## config.mk

```make
export PLATFORM = sky130hd
export DESIGN_NAME = sector_erase_accum
export DESIGN_NICKNAME = d
export VERILOG_FILES = /design/src/rtl/se_acc_pkg.sv /design/src/rtl/se_win_timer.sv /design/src/rtl/se_mask_acc.sv /design/src/rtl/se_acc_fsm.sv /design/src/rtl/sector_erase_accum.sv
export SDC_FILE = /design/constraint.sdc
export NUM_CORES = 1
export LEC_CHECK = 0
export BUFFER_PORTS_ARGS = -buffer_cell sky130_fd_sc_hd__buf_2
export CORE_MARGIN = 3
export CORE_UTILIZATION = 25
export DETAILED_ROUTE_END_ITERATION = 10
export PLACE_DENSITY = 0.45
export SYNTH_ARGS = -nofsm -noshare
export SYNTH_HDL_FRONTEND = slang
export SYNTH_SLANG_ARGS = --single-unit
export TNS_END_PERCENT = 30
```

## constraint.sdc

```tcl
create_clock -name clk -period 1.8 [get_ports clk]
set_input_delay 0.45 -clock clk [delete_from_list [all_inputs] [get_ports clk]]
set_output_delay 0.45 -clock clk [all_outputs]
set_load 0.05 [all_outputs]
```

## src/rtl/se_acc_pkg.sv

```systemverilog
package se_acc_pkg;
  typedef enum logic [1:0] {
    ST_IDLE    = 2'd0,
    ST_COLLECT = 2'd1,
    ST_ERASE   = 2'd2
  } acc_state_e;
endpackage

```

## src/rtl/se_win_timer.sv

```systemverilog
// Restartable window counter: expire fires on the cycle the window would
// reach its length with no restart pending.
module se_win_timer #(
  parameter int WIN = 25000,
  localparam int CW = (WIN > 2) ? $clog2(WIN) : 1
) (
  input  logic clk,
  input  logic rst_n,
  input  logic run,
  input  logic restart,
  output logic expire
);
  logic [CW-1:0] cnt_q, cnt_d;
  logic          cnt_en;

  assign expire = run && !restart && (cnt_q == CW'(WIN - 1));

  always_comb begin
    cnt_en = 1'b0;
    cnt_d  = cnt_q;
    if (restart) begin
      cnt_en = 1'b1;
      cnt_d  = '0;
    end else if (run && !expire) begin
      cnt_en = 1'b1;
      cnt_d  = cnt_q + 1'b1;
    end
  end

  always_ff @(posedge clk or negedge rst_n) begin
    if (!rst_n)      cnt_q <= '0;
    else if (cnt_en) cnt_q <= cnt_d;
  end
endmodule

```

## src/rtl/se_mask_acc.sv

```systemverilog
// Pending sector mask: one bit per sector, OR-accumulated, cleared on demand.
module se_mask_acc #(
  parameter int N_SEC = 8,
  localparam int SEC_W = (N_SEC > 1) ? $clog2(N_SEC) : 1
) (
  input  logic             clk,
  input  logic             rst_n,
  input  logic             add,
  input  logic [SEC_W-1:0] sector,
  input  logic             clear,
  output logic [N_SEC-1:0] mask
);
  logic [N_SEC-1:0] mask_d;
  logic [N_SEC-1:0] sel;
  logic             mask_en;

  for (genvar i = 0; i < N_SEC; i++) begin : g_dec
    assign sel[i] = (sector == SEC_W'(i));
  end

  always_comb begin
    mask_en = clear || add;
    mask_d  = mask;
    if (clear)    mask_d = '0;
    else if (add) mask_d = mask | sel;
  end

  always_ff @(posedge clk or negedge rst_n) begin
    if (!rst_n)       mask <= '0;
    else if (mask_en) mask <= mask_d;
  end
endmodule

```

## src/rtl/se_acc_fsm.sv

```systemverilog
// Sequencer: idle -> collect -> erase -> idle, with cancel from collect.
module se_acc_fsm
  import se_acc_pkg::*;
(
  input  logic       clk,
  input  logic       rst_n,
  input  logic       se_valid,
  input  logic       other_wr,
  input  logic       expire,
  input  logic       eng_done,
  output acc_state_e state,
  output logic       accept,
  output logic       clear,
  output logic       commit_q
);
  acc_state_e state_d;
  logic       commit_d;
  logic       cancel;
  logic       finish;

  assign cancel = (state == ST_COLLECT) && other_wr;
  assign finish = (state == ST_ERASE) && eng_done;
  assign accept = se_valid &&
                  ((state == ST_IDLE) || ((state == ST_COLLECT) && !other_wr));
  assign clear  = cancel || finish;

  always_comb begin
    state_d  = state;
    commit_d = 1'b0;
    unique case (state)
      ST_IDLE:    if (accept) state_d = ST_COLLECT;
      ST_COLLECT: begin
        if (cancel) state_d = ST_IDLE;
        else if (expire) begin
          state_d  = ST_ERASE;
          commit_d = 1'b1;
        end
      end
      ST_ERASE:   if (finish) state_d = ST_IDLE;
      default:    state_d = ST_IDLE;
    endcase
  end

  always_ff @(posedge clk or negedge rst_n) begin
    if (!rst_n) begin
      state    <= ST_IDLE;
      commit_q <= 1'b0;
    end else begin
      state    <= state_d;
      commit_q <= commit_d;
    end
  end
endmodule

```

## src/rtl/sector_erase_accum.sv

```systemverilog
module sector_erase_accum
  import se_acc_pkg::*;
#(
  parameter int N_SEC = 8,
  parameter int WIN   = 25000,
  localparam int SEC_W = (N_SEC > 1) ? $clog2(N_SEC) : 1
) (
  input  logic             clk,
  input  logic             rst_n,
  input  logic             se_valid,
  input  logic [SEC_W-1:0] se_sector,
  input  logic             other_wr,
  input  logic             eng_done,
  output logic             busy,
  output logic             window_expired,
  output logic             commit,
  output logic [N_SEC-1:0] erase_mask
);
  acc_state_e state;
  logic       accept;
  logic       clear;
  logic       expire;
  logic       run;

  assign run = (state == ST_COLLECT) && !other_wr;

  se_acc_fsm u_fsm (
    .clk      (clk),
    .rst_n    (rst_n),
    .se_valid (se_valid),
    .other_wr (other_wr),
    .expire   (expire),
    .eng_done (eng_done),
    .state    (state),
    .accept   (accept),
    .clear    (clear),
    .commit_q (commit)
  );

  se_win_timer #(.WIN(WIN)) u_timer (
    .clk     (clk),
    .rst_n   (rst_n),
    .run     (run),
    .restart (accept),
    .expire  (expire)
  );

  se_mask_acc #(.N_SEC(N_SEC)) u_mask (
    .clk    (clk),
    .rst_n  (rst_n),
    .add    (accept),
    .sector (se_sector),
    .clear  (clear),
    .mask   (erase_mask)
  );

  assign busy           = (state != ST_IDLE);
  assign window_expired = (state == ST_ERASE);
endmodule

```

==> results of run 1 <==
==> kinds of logic (layout without fill, tap and decap cells) <==
family / count (synthesis) / after routing / synth area share [%]
AOI/OAI and AO/OA: 18 / 18 / 9.42
xor gates and xnor gates: 11 / 11 / 7.48
adders and majority gates: 1 / 1 / 0.971
buffers and inverters: 5 / 42 / 1.55
DFF: 26 / 26 / 50.5
and+or+nand+nor: 69 / 69 / 30.1
==> critical path: stages (launching register included) <==
cell and delay, ns:
dfrtp_1 0.40, nor4bb_2 0.33, buf_4 0.18, nand2_4 0.06
o31ai_4 0.37, buf_4 0.18, xor2_1 0.14, nor2_1 0.05
==> how the worst max path moves through the flow <==
stage | from | to | slack, ns | cells after the start
after CTS | u_timer.cnt_q[12]$_DFFE_PN0P_ | u_timer.cnt_q[3]$_DFFE_PN0P_ | 0.03 | 6
after floorplan | u_fsm.state[1]$_DFFE_PN0P_ | u_timer.cnt_q[12]$_DFFE_PN0P_ | 0.20 | 5
after global placement | u_timer.cnt_q[11]$_DFFE_PN0P_ | u_timer.cnt_q[3]$_DFFE_PN0P_ | -0.009 | 7
after detailed placement | other_wr | u_timer.cnt_q[12]$_DFFE_PN0P_ | -0.02 | 6
final | u_timer.cnt_q[4]$_DFFE_PN0P_ | u_timer.cnt_q[0]$_DFFE_PN0P_ | -0.02 | 7
after global routing | u_timer.cnt_q[4]$_DFFE_PN0P_ | u_timer.cnt_q[3]$_DFFE_PN0P_ | -0.10 | 7
==> power groups by stage <==
stage / combinational (uW) / clock, uW / sequential [uW]
after global placement: 215 / 0 / 641
after detailed placement: 219 / 0 / 641
after floorplan: 81.4 / 0 / 696
final: 221 / 491 / 631
after global routing: 237 / 538 / 635
after CTS: 219 / 513 / 631
==> cell usage after synthesis, types with 2 or more instances <==
cell type,n
a21oi_1,6
a31oi_1,5
and2_1,2
clkbuf_1,2
dfrtp_1,26
inv_1,2
nand2_1,13
nand3_1,6
nand4_1,4
nor2_1,25
nor2b_1,3
nor4_1,2
nor4bb_1,2
o21ai_0,2
xnor2_1,3
xor2_1,8
==> cells in the final DEF (no fill, tap or decap), types with 2 or more instances in the layout <==
| cell | instances |
|---|---|
| nor2_1 | 25 |
| dfrtp_1 | 25 |
| buf_2 | 18 |
| buf_4 | 18 |
| nand2_1 | 12 |
| xor2_1 | 8 |
| nand3_1 | 6 |
| a21oi_1 | 6 |
| a31oi_1 | 5 |
| nand4_1 | 4 |
| xnor2_1 | 3 |
| clkbuf_8 | 3 |
| nor4_1 | 2 |
| nor2b_1 | 2 |
| inv_1 | 2 |
==> registers in the layout, indices dropped and copies added (netlist names) <==
| name | cells |
|---|---|
| u_fsm.commit_q | 1 |
| u_mask.mask | 8 |
| u_timer.cnt_q | 15 |
| u_fsm.state | 2 |
==> per-layer routing <==
layer	track usage (%)	vias to the layer above
met3	2.78	4
met5	0	-
met4	1.60	0
li1	-	527
met1	13.3	544
met2	18.3	23
==> timing repair <==
item / in CTS / in global routing
resized for setup: 1 / 9
pin swaps: 1 / 5
setup endpoints to repair: 1 / 7
setup buffers: 0 / 2
==> layout make-up <==
class	count	area, um2	area share [%]
sequential	26	652	38.3
clock buffer	3	41.3	2.42
inverter	2	7.51	0.441
multi-input combinational	99	664	39.0
tap	67	83.8	4.92
timing repair buffer	36	225	13.2
clock inverter	1	30.0	1.76
==> metrics by stage <==
step	hold slack [ns]	setup TNS (ns)	setup WS, ns	total power (uW)
6_report	0.167	-0.0212	-0.0212	1340
3_3_place_gp	0.476	-0.00889	-0.00889	856
5_1_grt	0.198	-0.286	-0.100	1410
3_5_place_dp	0.487	-0.0213	-0.0213	860
4_1_cts	0.184	0	0.0298	1360
2_1_floorplan	0.154	0	0.196	778
==> impl_metrics.env, run 1 <==
export IMPL_outcome="finished, violations left"
export IMPL_violations="setup timing"
export IMPL_powerDensity_nw_per_um2=788
export IMPL_p_int_uw=977
export IMPL_clkSlewWorstSetupHoldPaths_ns=0.09
export IMPL_worstSetupEndpointType="register"
export IMPL_rsz0062_at_grt="true"
export IMPL_grt_pass1_wl_um=5240
export IMPL_synth_edf_count=0
export IMPL_drc=0
export IMPL_finClkSkew_ns=0.00196
export IMPL_worstSetupPathType="register to register"
export IMPL_placed_area_um2=1570
export IMPL_setup_viol=1
export IMPL_wl_met1_um=1420
export IMPL_cts_root_buf="clkbuf_8"
export IMPL_synth_avg_cell_area_um2=9.91
export IMPL_initial_core_util_pct=26.6
export IMPL_ant_nets=0
export IMPL_min_path_type="input pin to asynchronous set/reset pin"
export IMPL_cp_max_fo=6
export IMPL_gp_congestion=0.708
export IMPL_yosysTopAreaCell="dfrtp_1"
export IMPL_routed_top_layer="met4"
export IMPL_antennaDiodeCount=0
export IMPL_hold_viol_final=0
export IMPL_r2r_worst_path_cells=7
export IMPL_synthTopCellsByArea="dfrtp_1, nor2_1, xor2_1"
export IMPL_async_flop_share_pct=100
export IMPL_dp_cells=228
export IMPL_synth_top_area_share_pct=50.5
export IMPL_dp_hpwl_um=2260
export IMPL_ioPinCount=19
export IMPL_synth_main_ff_cell="dfrtp_1"
export IMPL_worst_slack_ns=-0.0212
export IMPL_syn_nets=139
export IMPL_final_core_util_pct=35.1
export IMPL_p_seq_share_pct=47.0
export IMPL_max_freq_mhz=549
export IMPL_num_rows=25
export IMPL_dieArea_um2=6050
export IMPL_ys_warn_count=0
export IMPL_die_x_um=77.8
export IMPL_r2r_start="u_timer.cnt_q[4]$_DFFE_PN0P_"
export IMPL_h_tree_depth=1
export IMPL_grt_antenna_before_repair=0
export IMPL_synthCells=130
export IMPL_r2r_end="u_timer.cnt_q[0]$_DFFE_PN0P_"
export IMPL_tightest_slew_ns=0.595
export IMPL_clk_latency_ns=0.27
export IMPL_fin_nets=177
export IMPL_startpoint_type="register"
export IMPL_dieHeight_um=77.8
export IMPL_swShare_pct=27.2
export IMPL_cp_data_arrival_time_ns=1.99
export IMPL_drt_iter0_drc=29
export IMPL_power_leakage_uw=0.000786
export IMPL_wl_per_cell_um=13.3
export IMPL_vias_per_cell=4.69
export IMPL_cts_buffers=3
export IMPL_stdcell_area_um2=1700
export IMPL_core_um2=4850
export IMPL_first_pass_iters=4
export IMPL_ys_seq_area_share_pct=50.5
export IMPL_finalNonFillerCells=234
export IMPL_wl_met3_um=128
export IMPL_clock_sinks=26
export IMPL_netlist_area_um2=1290
export IMPL_numPortBuffers=18
export IMPL_synth_distinct_cells=35
export IMPL_tritoncts="built"
export IMPL_cap_violations=0
export IMPL_clock_path_buffers=2
export IMPL_grt_total_usage_pct=10.6
export IMPL_period_needed_ns=1.82
export IMPL_cp_required_ns=1.97
export IMPL_drv_slew=0
export IMPL_combPwrFrac_pct=16.4
export IMPL_yosys_register_bits=26
export IMPL_gr_total_overflow=0
export IMPL_routed_wl_um=3110
export IMPL_p_switching_uw=365
export IMPL_wl_met2_um=1540
export IMPL_num_vias=1098
export IMPL_fill_cells=502
export IMPL_peakVddDrop_v=0.000410
export IMPL_drive_gt1_share_pct=32.3
export IMPL_grt_start_max_net_pins=27
export IMPL_min_period_over_period_pct=101
export IMPL_area_growth_pct=32.2
export IMPL_grt_pass1_vias=1128
export IMPL_clock_power_share_pct=36.6
export IMPL_ctsHoldBuffers=0
export IMPL_r2r_setup_slack_ns=-0.02
export IMPL_max_slew_margin_pct=60.3
Power figures use the tool's default switching activity.
==> run 2: changes to the inputs <==
--- a/config.mk
+++ b/config.mk
@@ -6,10 +6,10 @@
 export NUM_CORES = 1
 export LEC_CHECK = 0
 export BUFFER_PORTS_ARGS = -buffer_cell sky130_fd_sc_hd__buf_2
-export CORE_MARGIN = 3
+export CAP_MARGIN = 0
 export CORE_UTILIZATION = 25
 export DETAILED_ROUTE_END_ITERATION = 10
-export PLACE_DENSITY = 0.45
+export PLACE_DENSITY = 0.47
 export SYNTH_ARGS = -nofsm -noshare
 export SYNTH_HDL_FRONTEND = slang
 export SYNTH_SLANG_ARGS = --single-unit
==> constraint.sdc (replaced) <==
create_clock -name clk -period 1.6 [get_ports clk]
set_input_delay 0.4 -clock clk [delete_from_list [all_inputs] [get_ports clk]]
set_output_delay 0.4 -clock clk [all_outputs]
set_load 0.05 [all_outputs]
==> impl_metrics.env, run 2 (same netlist as run 1, synthesis figures left out) <==
export IMPL_tritoncts="built"
export IMPL_grt_start_max_net_pins=27
export IMPL_ioPinCount=19
export IMPL_ant_nets=0
export IMPL_clock_sinks=26
export IMPL_numPortBuffers=18
export IMPL_grt_total_usage_pct=13.3
export IMPL_gr_total_overflow=0
export IMPL_dieArea_um2=5450
export IMPL_final_cell_mix="buf_4, dfrtp_1, nor2_1"
export IMPL_antennaDiodeCount=0
export IMPL_cap_violations=0
export IMPL_core_um2=4850
export IMPL_area_growth_pct=48.1
export IMPL_gp_congestion=0.821
export IMPL_worst_slack_ns=-0.0740
export IMPL_wl_per_cell_um=13.0
export IMPL_dieHeight_um=73.8
export IMPL_vias_per_cell=4.58
export IMPL_timing_hold_ws_ns=0.117
export IMPL_powerDensity_nw_per_um2=755
export IMPL_violations="setup timing"
export IMPL_outcome="finished, violations left"
export IMPL_fill_cells=482
export IMPL_peakVddDrop_v=0.000545
export IMPL_rsz0062_at_grt="true"
export IMPL_clkSlewWorstSetupHoldPaths_ns=0.09
export IMPL_max_freq_mhz=597
export IMPL_startpoint_type="register"
export IMPL_setup_viol=5
export IMPL_hold_viol_final=0
export IMPL_finClkSkew_ns=0.00603
export IMPL_grt_antenna_before_repair=0
export IMPL_top_register="u_timer.cnt_q"
export IMPL_first_pass_iters=6
export IMPL_min_period_over_period_pct=105
export IMPL_drt_iter0_drc=64
export IMPL_final_common_cell="buf_4"
export IMPL_total_power_uw=1440
export IMPL_cp_required_ns=1.81
export IMPL_num_vias=1144
export IMPL_grt_pass1_vias=1164
export IMPL_fin_setup_tns_ns=-0.190
export IMPL_fin_nets=193
export IMPL_cts_root_buf="clkbuf_8"
export IMPL_h_tree_depth=1
export IMPL_worstSetupPathType="register to register"
export IMPL_largest_reg_flops=15
export IMPL_die_x_um=73.8
export IMPL_drv_slew=0
export IMPL_grt_pass1_wl_um=5440
export IMPL_clock_path_buffers=2
export IMPL_ctsHoldBuffers=0
export IMPL_routed_wl_um=3240
export IMPL_cts_buffers=3
export IMPL_cp_data_arrival_time_ns=1.88
export IMPL_drive_gt1_share_pct=42.6
export IMPL_drc=0
export IMPL_initial_core_util_pct=26.6
export IMPL_place_ws_ns=-0.144
export IMPL_clk_latency_ns=0.27
export IMPL_max_slew_margin_pct=60.7
export IMPL_cp_max_fo=7
export IMPL_reg_largest_list="u_timer.cnt_q (15), u_mask.mask (8), u_fsm.state (2)"
export IMPL_period_needed_ns=1.67
export IMPL_num_rows=25
export IMPL_worstSetupEndpointType="register"
export IMPL_dp_hpwl_um=2300
export IMPL_min_path_type="input pin to asynchronous set/reset pin"
export IMPL_tightest_slew_ns=0.589
export IMPL_power_leakage_uw=0.000908
## run 2: area by class of cell
| type | instances | area (um2) | share of cell area [%] |
|---|---|---|---|
| Inverter | 2 | 7.51 | 0.393 |
| Tap cell | 67 | 83.8 | 4.39 |
| Timing Repair Buffer | 52 | 377 | 19.7 |
| Sequential cell | 26 | 651 | 34.1 |
| Clock buffer | 4 | 55.1 | 2.89 |
| Multi-Input combinational cell | 99 | 734 | 38.5 |
## run 2: worst paths after layout
check | cells past startpoint | start | end | slack [ns]
min in group clk | 3 | eng_done | u_fsm.state[1]$_DFFE_PN0P_ | 0.42
hold / removal | 1 | rst_n | u_timer.cnt_q[5]$_DFFE_PN0P_ | 0.12
setup reg to reg | 7 | u_timer.cnt_q[0]$_DFFE_PN0P_ | u_timer.cnt_q[5]$_DFFE_PN0P_ | -0.07
hold reg to reg | 2 | u_mask.mask[3]$_DFFE_PN0P_ | u_mask.mask[3]$_DFFE_PN0P_ | 0.51
setup / recovery | 7 | u_timer.cnt_q[0]$_DFFE_PN0P_ | u_timer.cnt_q[5]$_DFFE_PN0P_ | -0.07
max in group asynchronous | 1 | rst_n | u_fsm.commit_q$_DFF_PN0_ | 1.09
## run 2: critical path: stages (launching register included)
cell	delay (ns)
dfrtp_1	0.40
ha_1	0.23
and2_4	0.18
nand2_4	0.07
o31ai_4	0.06
buf_6	0.15
or4_1	0.39
a21oi_1	0.13
## run 2: stage by stage
| step | area, um2 | instances | util (%) |
|---|---|---|---|
| 2_1_floorplan | 1290 | 130 | - |
| 3_3_place_gp | 1690 | 243 | 34.8 |
| 3_5_place_dp | 1690 | 243 | 34.8 |
| 4_1_cts | 1820 | 248 | 37.5 |
| 5_1_grt | 1910 | 250 | 39.4 |
| 6_report | 1910 | 250 | 39.4 |
## run 2: layer usage
metal / track usage (%) / vias to the layer above / routed length [um]
met5: 0 / - / 0
met4: 3.21 / 0 / 24
met3: 3.29 / 2 / 112
met2: 22.9 / 24 / 1610
met1: 16.7 / 558 / 1490
li1: - / 560 / -
## run 2: repair_timing
item / CTS / global route
pin swaps: 9 / 9
gates resized for setup: 16 / 16
setup buffers: 2 / 2
endpoints found under the setup margin: 14 / 18
## run 2: where the power goes
| part | switching (uW) | internal [uW] | leakage, uW |
|---|---|---|---|
| logic | 190 | 113 | 0.000523 |
| clock network | 210 | 220 | 0.0000288 |
| registers | 20.3 | 687 | 0.000356 |
==> run 3: changes to the inputs <==
--- a/config.mk
+++ b/config.mk
@@ -8,8 +8,8 @@
 export BUFFER_PORTS_ARGS = -buffer_cell sky130_fd_sc_hd__buf_2
 export CAP_MARGIN = 0
 export CORE_UTILIZATION = 25
+export CTS_CLUSTER_SIZE = 25
 export DETAILED_ROUTE_END_ITERATION = 10
-export PLACE_DENSITY = 0.47
 export SYNTH_ARGS = -nofsm -noshare
 export SYNTH_HDL_FRONTEND = slang
 export SYNTH_SLANG_ARGS = --single-unit
==> impl_metrics.env, run 3 (same netlist as run 1, synthesis figures left out) <==
export IMPL_wl_met2_um=1330
export IMPL_powerDensity_nw_per_um2=765
export IMPL_cts_root_buf="clkbuf_8"
export IMPL_peakVddDrop_v=0.000456
export IMPL_initial_core_util_pct=26.6
export IMPL_cp_slowest_cell="dfrtp_1"
export IMPL_final_common_cell="buf_4"
export IMPL_drc=0
export IMPL_dp_cells=241
export IMPL_top_register="u_timer.cnt_q"
export IMPL_max_slew_margin_pct=60.0
export IMPL_clock_path_buffers=2
export IMPL_reg_largest_list="u_timer.cnt_q (15), u_mask.mask (8), u_fsm.state (2)"
export IMPL_clk_latency_ns=0.27
export IMPL_drv_slew=0
export IMPL_first_pass_iters=4
export IMPL_largest_reg_flops=15
export IMPL_r2r_worst_path_cells=7
export IMPL_cp_max_fo=3
export IMPL_violations="setup timing"
export IMPL_antennaDiodeCount=0
export IMPL_grt_start_max_net_pins=27
export IMPL_worstSetupEndpointType="register"
export IMPL_cpPeakStageDelay_ns=0.42
export IMPL_outcome="finished, violations left"
export IMPL_dieHeight_um=73.8
export IMPL_gp_congestion=0.788
export IMPL_ant_nets=0
export IMPL_max_freq_mhz=602
export IMPL_rsz0062_at_grt="true"
export IMPL_ioPinCount=19
export IMPL_min_period_over_period_pct=104
export IMPL_cp_required_ns=1.77
export IMPL_cp_data_arrival_time_ns=1.83
export IMPL_wl_met3_um=87
export IMPL_num_rows=25
export IMPL_crit_chain="nor4bb_2, buf_4, nand2_4, o31ai_4, buf_6, xor2_1, nor2_1"
export IMPL_drive_gt1_share_pct=42.8
export IMPL_fin_nets=197
export IMPL_area_growth_pct=47.5
export IMPL_gr_total_overflow=0
export IMPL_routed_top_layer="met4"
export IMPL_worst_slack_ns=-0.0601
export IMPL_die_x_um=73.8
export IMPL_worstSetupPathType="register to register"
export IMPL_finClkSkew_ns=0.00117
export IMPL_power_leakage_uw=0.000904
export IMPL_final_cell_mix="buf_4, dfrtp_1, nor2_1"
export IMPL_cts_buffers=3
export IMPL_dieArea_um2=5450
export IMPL_setup_viol=5
export IMPL_dp_hpwl_um=2180
export IMPL_grt_pass1_wl_um=5170
export IMPL_tightest_slew_ns=0.600
export IMPL_grt_total_usage_pct=12.5
export IMPL_clock_sinks=26
export IMPL_period_needed_ns=1.66
export IMPL_stdcell_area_um2=1900
export IMPL_core_um2=4850
export IMPL_total_power_uw=1450
export IMPL_wl_per_cell_um=11.8
export IMPL_placed_area_um2=1670
export IMPL_ctsHoldBuffers=0
export IMPL_h_tree_depth=1
export IMPL_fill_cells=465
export IMPL_startpoint_type="register"
export IMPL_numPortBuffers=18
export IMPL_finalNonFillerCells=254
export IMPL_cap_violations=0
export IMPL_routed_wl_um=3000
export IMPL_drt_iter0_drc=54
export IMPL_grt_antenna_before_repair=0
export IMPL_num_vias=1114
export IMPL_tritoncts="built"
export IMPL_clkSlewWorstSetupHoldPaths_ns=0.09
export IMPL_grt_pass1_vias=1094
export IMPL_min_path_type="input pin to asynchronous set/reset pin"
export IMPL_vias_per_cell=4.39
export IMPL_hold_viol_final=0
export IMPL_wl_met1_um=1550
-- run 3: cell count changes in the layout (fill, tap and decap cells not counted), sizes merged --
cell and change:
buf +4
-- run 3: layout make-up --
cell class / instances / area, um2 / share of cell area [%]
sequential: 26 / 651 / 34.2
multi-input combinational: 99 / 697 / 36.7
clock buffer: 4 / 55.1 / 2.90
tap: 67 / 83.8 / 4.41
inverter: 2 / 7.51 / 0.395
timing repair buffer: 56 / 407 / 21.4
-- run 3: power by group --
part	internal, uW	total (uW)	switching [uW]
combinational	124	313	189
sequential	687	706	19.2
clock	220	434	214
total	1030	1450	423
-- run 3: path summary, 6_finish.rpt --
path                                                     from                             to  slack [ns]
worst max-delay path            u_timer.cnt_q[12]$_DFFE_PN0P_   u_timer.cnt_q[0]$_DFFE_PN0P_       -0.06
worst min-delay path                                    rst_n     u_mask.mask[4]$_DFFE_PN0P_        0.12
worst max register to register  u_timer.cnt_q[12]$_DFFE_PN0P_   u_timer.cnt_q[0]$_DFFE_PN0P_       -0.06
worst min register to register     u_mask.mask[3]$_DFFE_PN0P_     u_mask.mask[3]$_DFFE_PN0P_        0.51
max in group asynchronous                               rst_n  u_timer.cnt_q[10]$_DFFE_PN0P_        1.09
min in group clk                                     eng_done     u_fsm.state[1]$_DFFE_PN0P_        0.39
-- run 3: repair_timing --
action	4_1_cts	5_1_grt
endpoints found under the setup margin	14	16
gates resized for setup	20	7
setup buffers	7	2
pin swaps	11	5
-- run 3: worst max-delay path, delay by kind of cell (launching register included) --
family	cells	cell delay, ns
flip-flops	1	0.42
AND/OR/NAND/NOR	3	0.46
buffers and inverters	2	0.32
AO/OA/AOI/OAI	1	0.21
XOR/XNOR	1	0.14
-- run 3: stage by stage --
| stage | setup slack (ns) | hold slack [ns] | setup TNS [ns] | util (%) |
|---|---|---|---|---|
| after CTS | -0.0579 | 0.138 | -0.183 | 38.1 |
| after floorplan | -0.00388 | 0.104 | -0.00388 | - |
| after detailed placement | -0.123 | 0.446 | -0.960 | 34.5 |
| after global placement | -0.0939 | 0.442 | -0.655 | 34.5 |
| after global routing | -0.135 | 0.149 | -1.11 | 39.2 |
| final | -0.0601 | 0.121 | -0.184 | 39.2 |
-- run 3: routing by layer --
layer	vias to the layer above	global-route usage, %
met2	13	17.3
met4	0	3.21
met3	4	3.29
met5	-	0
li1	576	-
met1	521	18.9
